--- src/rtl/spi_hdr_slave.sv ---
module spi_hdr_slave #(
  parameter int DW = 16
) (
  input  logic          clk,
  input  logic          rst_n,
  input  logic          sclk,
  input  logic          cs_n,
  input  logic          mosi,
  output logic          miso,
  output logic          miso_oe,
  output logic          ena_n,
  output logic [3:0]    acc_chan,
  output logic [7:0]    acc_addr,
  input  logic [DW-1:0] rd_data,
  output logic          wr_en,
  output logic [DW-1:0] wr_data,
  output logic          clr_en,
  input  logic          upd_busy,
  input  logic [3:0]    upd_chan,
  input  logic [7:0]    upd_addr
);
  localparam int RW = (DW > 16) ? DW : 16;
  localparam int CW = $clog2(RW + 1) + 1;
  localparam logic [CW-1:0] CMAX = '1;
  localparam logic [CW-1:0] HBITS = CW'(16);
  localparam logic [CW-1:0] DBITS = CW'(DW);

  typedef enum logic [1:0] {S_HDR, S_WAIT, S_DATA} st_t;

  st_t           st;
  logic [2:0]    sck_q, cs_q;
  logic [1:0]    mo_q;
  logic [CW-1:0] cnt;
  logic [RW-1:0] rx;
  logic [DW-1:0] tx;
  logic          is_wr;

  wire sck_rise = sck_q[1] & ~sck_q[2];
  wire sck_fall = ~sck_q[1] & sck_q[2];
  wire cs_lo    = ~cs_q[1];
  wire cs_fall  = ~cs_q[1] & cs_q[2];
  wire cs_rise  = cs_q[1] & ~cs_q[2];
  wire [3:0] hop = rx[15:12];
  wire collide  = upd_busy && (upd_chan == acc_chan) && (upd_addr == acc_addr);

  assign miso    = tx[DW-1];
  assign miso_oe = cs_lo;
  assign ena_n   = (st != S_DATA);

  always_ff @(posedge clk or negedge rst_n) begin
    if (!rst_n) begin
      sck_q <= '0;
      cs_q  <= '1;
      mo_q  <= '0;
    end else begin
      sck_q <= {sck_q[1:0], sclk};
      cs_q  <= {cs_q[1:0], cs_n};
      mo_q  <= {mo_q[0], mosi};
    end
  end

  always_ff @(posedge clk or negedge rst_n) begin
    if (!rst_n) begin
      cnt <= '0;
      rx  <= '0;
    end else begin
      if (cs_fall)
        cnt <= '0;
      else if (cs_lo && sck_rise && cnt != CMAX)
        cnt <= cnt + 1'b1;
      if (cs_lo && sck_rise)
        rx <= {rx[RW-2:0], mo_q[1]};
    end
  end

  always_ff @(posedge clk or negedge rst_n) begin
    if (!rst_n) begin
      st       <= S_HDR;
      acc_chan <= '0;
      acc_addr <= '0;
      is_wr    <= 1'b0;
      tx       <= '0;
      wr_en    <= 1'b0;
      wr_data  <= '0;
      clr_en   <= 1'b0;
    end else begin
      wr_en  <= 1'b0;
      clr_en <= 1'b0;
      case (st)
        S_HDR: begin
          if (cs_rise && cnt == HBITS) begin
            if (hop == 4'd0 || hop == 4'd1) begin
              acc_chan <= rx[11:8];
              acc_addr <= rx[7:0];
              is_wr    <= (hop == 4'd1);
              st       <= S_WAIT;
            end else if (hop == 4'd2) begin
              acc_chan <= rx[11:8];
              acc_addr <= rx[7:0];
              clr_en   <= 1'b1;
            end
          end
        end
        S_WAIT: begin
          if (cs_rise)
            st <= S_HDR;
          else if (!collide) begin
            tx <= is_wr ? '0 : rd_data;
            st <= S_DATA;
          end
        end
        S_DATA: begin
          if (cs_rise) begin
            st <= S_HDR;
            tx <= '0;
            if (is_wr && cnt == DBITS) begin
              wr_en   <= 1'b1;
              wr_data <= rx[DW-1:0];
            end
          end else if (cs_lo && sck_fall) begin
            tx <= {tx[DW-2:0], 1'b0};
          end
        end
        default: st <= S_HDR;
      endcase
    end
  end
endmodule


--- config.mk ---
export PLATFORM = sky130hd
export DESIGN_NAME = spi_hdr_slave
export DESIGN_NICKNAME = d
export VERILOG_FILES = /design/src/rtl/spi_hdr_slave.sv
export SDC_FILE = /design/constraint.sdc
export NUM_CORES = 1
export LEC_CHECK = 0
export BUFFER_PORTS_ARGS = -buffer_cell sky130_fd_sc_hd__buf_2
export CAP_MARGIN = 40
export CORE_UTILIZATION = 30
export CTS_CLUSTER_DIAMETER = 150
export DETAILED_ROUTE_END_ITERATION = 6
export SYNTH_ARGS = -nofsm -noshare
export SYNTH_HDL_FRONTEND = slang
export SYNTH_SLANG_ARGS = --single-unit
--- constraint.sdc ---
create_clock -name clk -period 1.7 [get_ports clk]
set_input_delay 0.34 -clock clk [delete_from_list [all_inputs] [get_ports clk]]
set_output_delay 0.34 -clock clk [all_outputs]
set_load 0.02 [all_outputs]
==> impl_results.md <==
- Max cap viols: 0
- Post-synth ARST share: 100%
- Worst vdd ir: 0.000514 V
- Final wirelength: 7100 um
- Crit path required time: 1920 ps
- 1st-pass router iterations: 5
- Root Driver: clkbuf_16
- Fin util: 42.9%
- Core area: 10900 um^2
- Most frequent cell after synthesis: dfrtp_1
- Die Y-Extent: 108 um
- Core Rows: 38
- Fmax: 546 MHz
- Setup TNS: -2610 ps
- Fin crit share: 108%
- Starting Density: 31.0%
- Initial antenna violation count: 0
- Via-to-Cell Ratio: 4.58
- Critical Path Start Type: flop
- CP arrival: 2050 ps
- Final hold violations: 0
- Least-Margin Pin Slew: 446 ps
- Sequential-to-total area share from yosys stat: 58.5%
- Power density over the cells: 998 nW/um^2
- Vias: 2280
- Crit path capture type: flop
- H-tree levels: 3
- Tot GR Track Use: 13.3%
- WS Path Type: reg2reg
- Nets: 389
- Die area: 11700 um^2
- Synth warnings: 0
- Mapped Avg Cell Area: 14.4 um^2
- Post-Syn Instances: 236
- Synth top area share: 56.2%
- DR iter-0 viols: 77
- Die X: 108 um
- Syn nets: 272
- Mean routed wirelength per cell: 14.2 um
- Antenna diode count: 0
- Total grt overflow: 0
- Max Slew Vio Count: 0
- Number of remaining DRC errors: 0
- HP Class: in2reg
- IO buf count: 66
- Number of synthesized flops with an enable pin: 0
- Synth-to-layout area growth: 38.5%
- Largest net degree at the start of global routing: 30
- IO Count: 67
- Ranking of synthesized cells by area: dfrtp_1 (56%), mux2_2 (17%), mux2_4 (4.0%), a22o_1 (3.9%), xnor2_1 (3.4%)
- Fin Hold WS: 113 ps
- Largest area contributor in the netlist: dfrtp_1
- Worst skew pair latency: 330 ps
- Placed cell area: 4130 um^2
- Routability congestion estimate: 0.724
- Final Instance Area: 4690 um^2
- Final WS setup: -133 ps
- Global-route wire length before repair: 11700 um
- Max clock buf depth: 2
- Flops & latches, synth: 79
- Max Clock Skew: 9.62 ps
- Post-Syn Area: 3390 um^2
- Synth Flop Type: dfrtp_1
- Routed Antenna Nets: 0
- CP max FO: 7
- Cts bufs inserted: 9
- Vias in the first global route: 2325
- Failing checks: negative setup slack
- DPL Wire Length: 4830 um
- Clk pin slew, worst setup/hold paths: 60 ps
- Fin crit period: 1830 ps
- Relative slew margins: 70.2%
- Lkg Pwr: 2.33 nW
- Final setup fails: 46
- Outcome: finished, violations left
- Top cells by count, synth: dfrtp_1 (76), mux2_2 (51), a22o_1 (15)
- CTS tree: done
- R2R Setup Slk: -130 ps
- # clock sinks: 79
- RSZ-0062 raised after global routing: yes
- Pre-CTS setup slack: -281 ps
- Share of cells above drive strength 1: 60.3%
- Yosys cell types: 38
==> per-stage QoR <==
step,power [mW],instances
after floorplan,2.41,236
after CTS,4.73,492
after global placement,2.59,466
final,4.68,498
after global routing,4.88,498
after detailed placement,2.60,467
==> worst max-delay path: stages (launching register included) <==
cell	delay (ps)
dfstp_2	550
nand2b_4	150
nand3_4	90
nor4_4	260
buf_4	170
a21oi_4	40
buf_6	160
mux2_4	290
==> cell type report <==
cell class / count / area, um^2
fillers: 1017 / 6250
flip-flops and latches: 79 / 1990
multi-input cells: 146 / 1450
repair buffers: 112 / 733
clock buffers: 10 / 229
well taps: 140 / 175
clock inverters: 6 / 93.8
inverters: 5 / 21.3
==> cell families after synthesis <==
| group | after synthesis | share of synthesized area [%] |
|---|---|---|
| AO/OA/AOI/OAI | 21 | 5.25 |
| XOR/XNOR | 17 | 4.40 |
| adder cells (fa/ha/maj) | 2 | 0.739 |
| buffers and inverters | 11 | 1.66 |
| flip-flops | 79 | 58.5 |
| multiplexers | 61 | 21.2 |
| AND/OR/NAND/NOR | 45 | 8.24 |
==> cells in the final DEF (no fill, tap or decap), types with 5 or more instances in the layout <==
cell        n
nor2_1     13
buf_4      39
clkbuf_16   9
nand4_1     5
buf_2      65
mux2_2     50
xnor2_1    12
mux2_4     10
a22o_1     15
nand2_1     6
dfrtp_1    72
==> metal layers <==
layer	wire [um]	GRT usage (%)
met3	192	3.07
met4	124	5.79
met5	0	0
met1	3190	16.8
met2	3590	21.7
==> where the power goes <==
group          internal (mW)  switching, mW
Sequential              2.05          0.140
Clock                   1.30          0.786
Combinational          0.253          0.148
==> flip-flops by register name (all words and copies together) (netlist names), 3 cells and up <==
| register | flops |
|---|---|
| tx | 16 |
| cnt | 6 |
| wr_data | 16 |
| cs_q | 3 |
| acc_addr | 8 |
| sck_q | 3 |
| rx | 16 |
| acc_chan | 4 |
==> path summary, 6_finish.rpt <==
path | start | to | depth (start not counted)
min reg2reg | mo_q[0] | mo_q[1] | 0
min in group asynchronous | rst_n | tx[14] | 2
max reg2reg | cs_q[2] | tx[12] | 7
min | mosi | mo_q[0] | 1
max in group asynchronous | rst_n | mo_q[0] | 3
max | cs_q[2] | tx[12] | 7
==> repair_timing <==
item	CTS	global route
resized for setup	17	5
cloned	1	0
pin swaps	9	7
hold buffers	1	0
hold endpoints to repair	19	0
endpoints found under the setup margin	45	45
setup buffers	7	6
No activity file was read; power rests on OpenSTA's default activity.
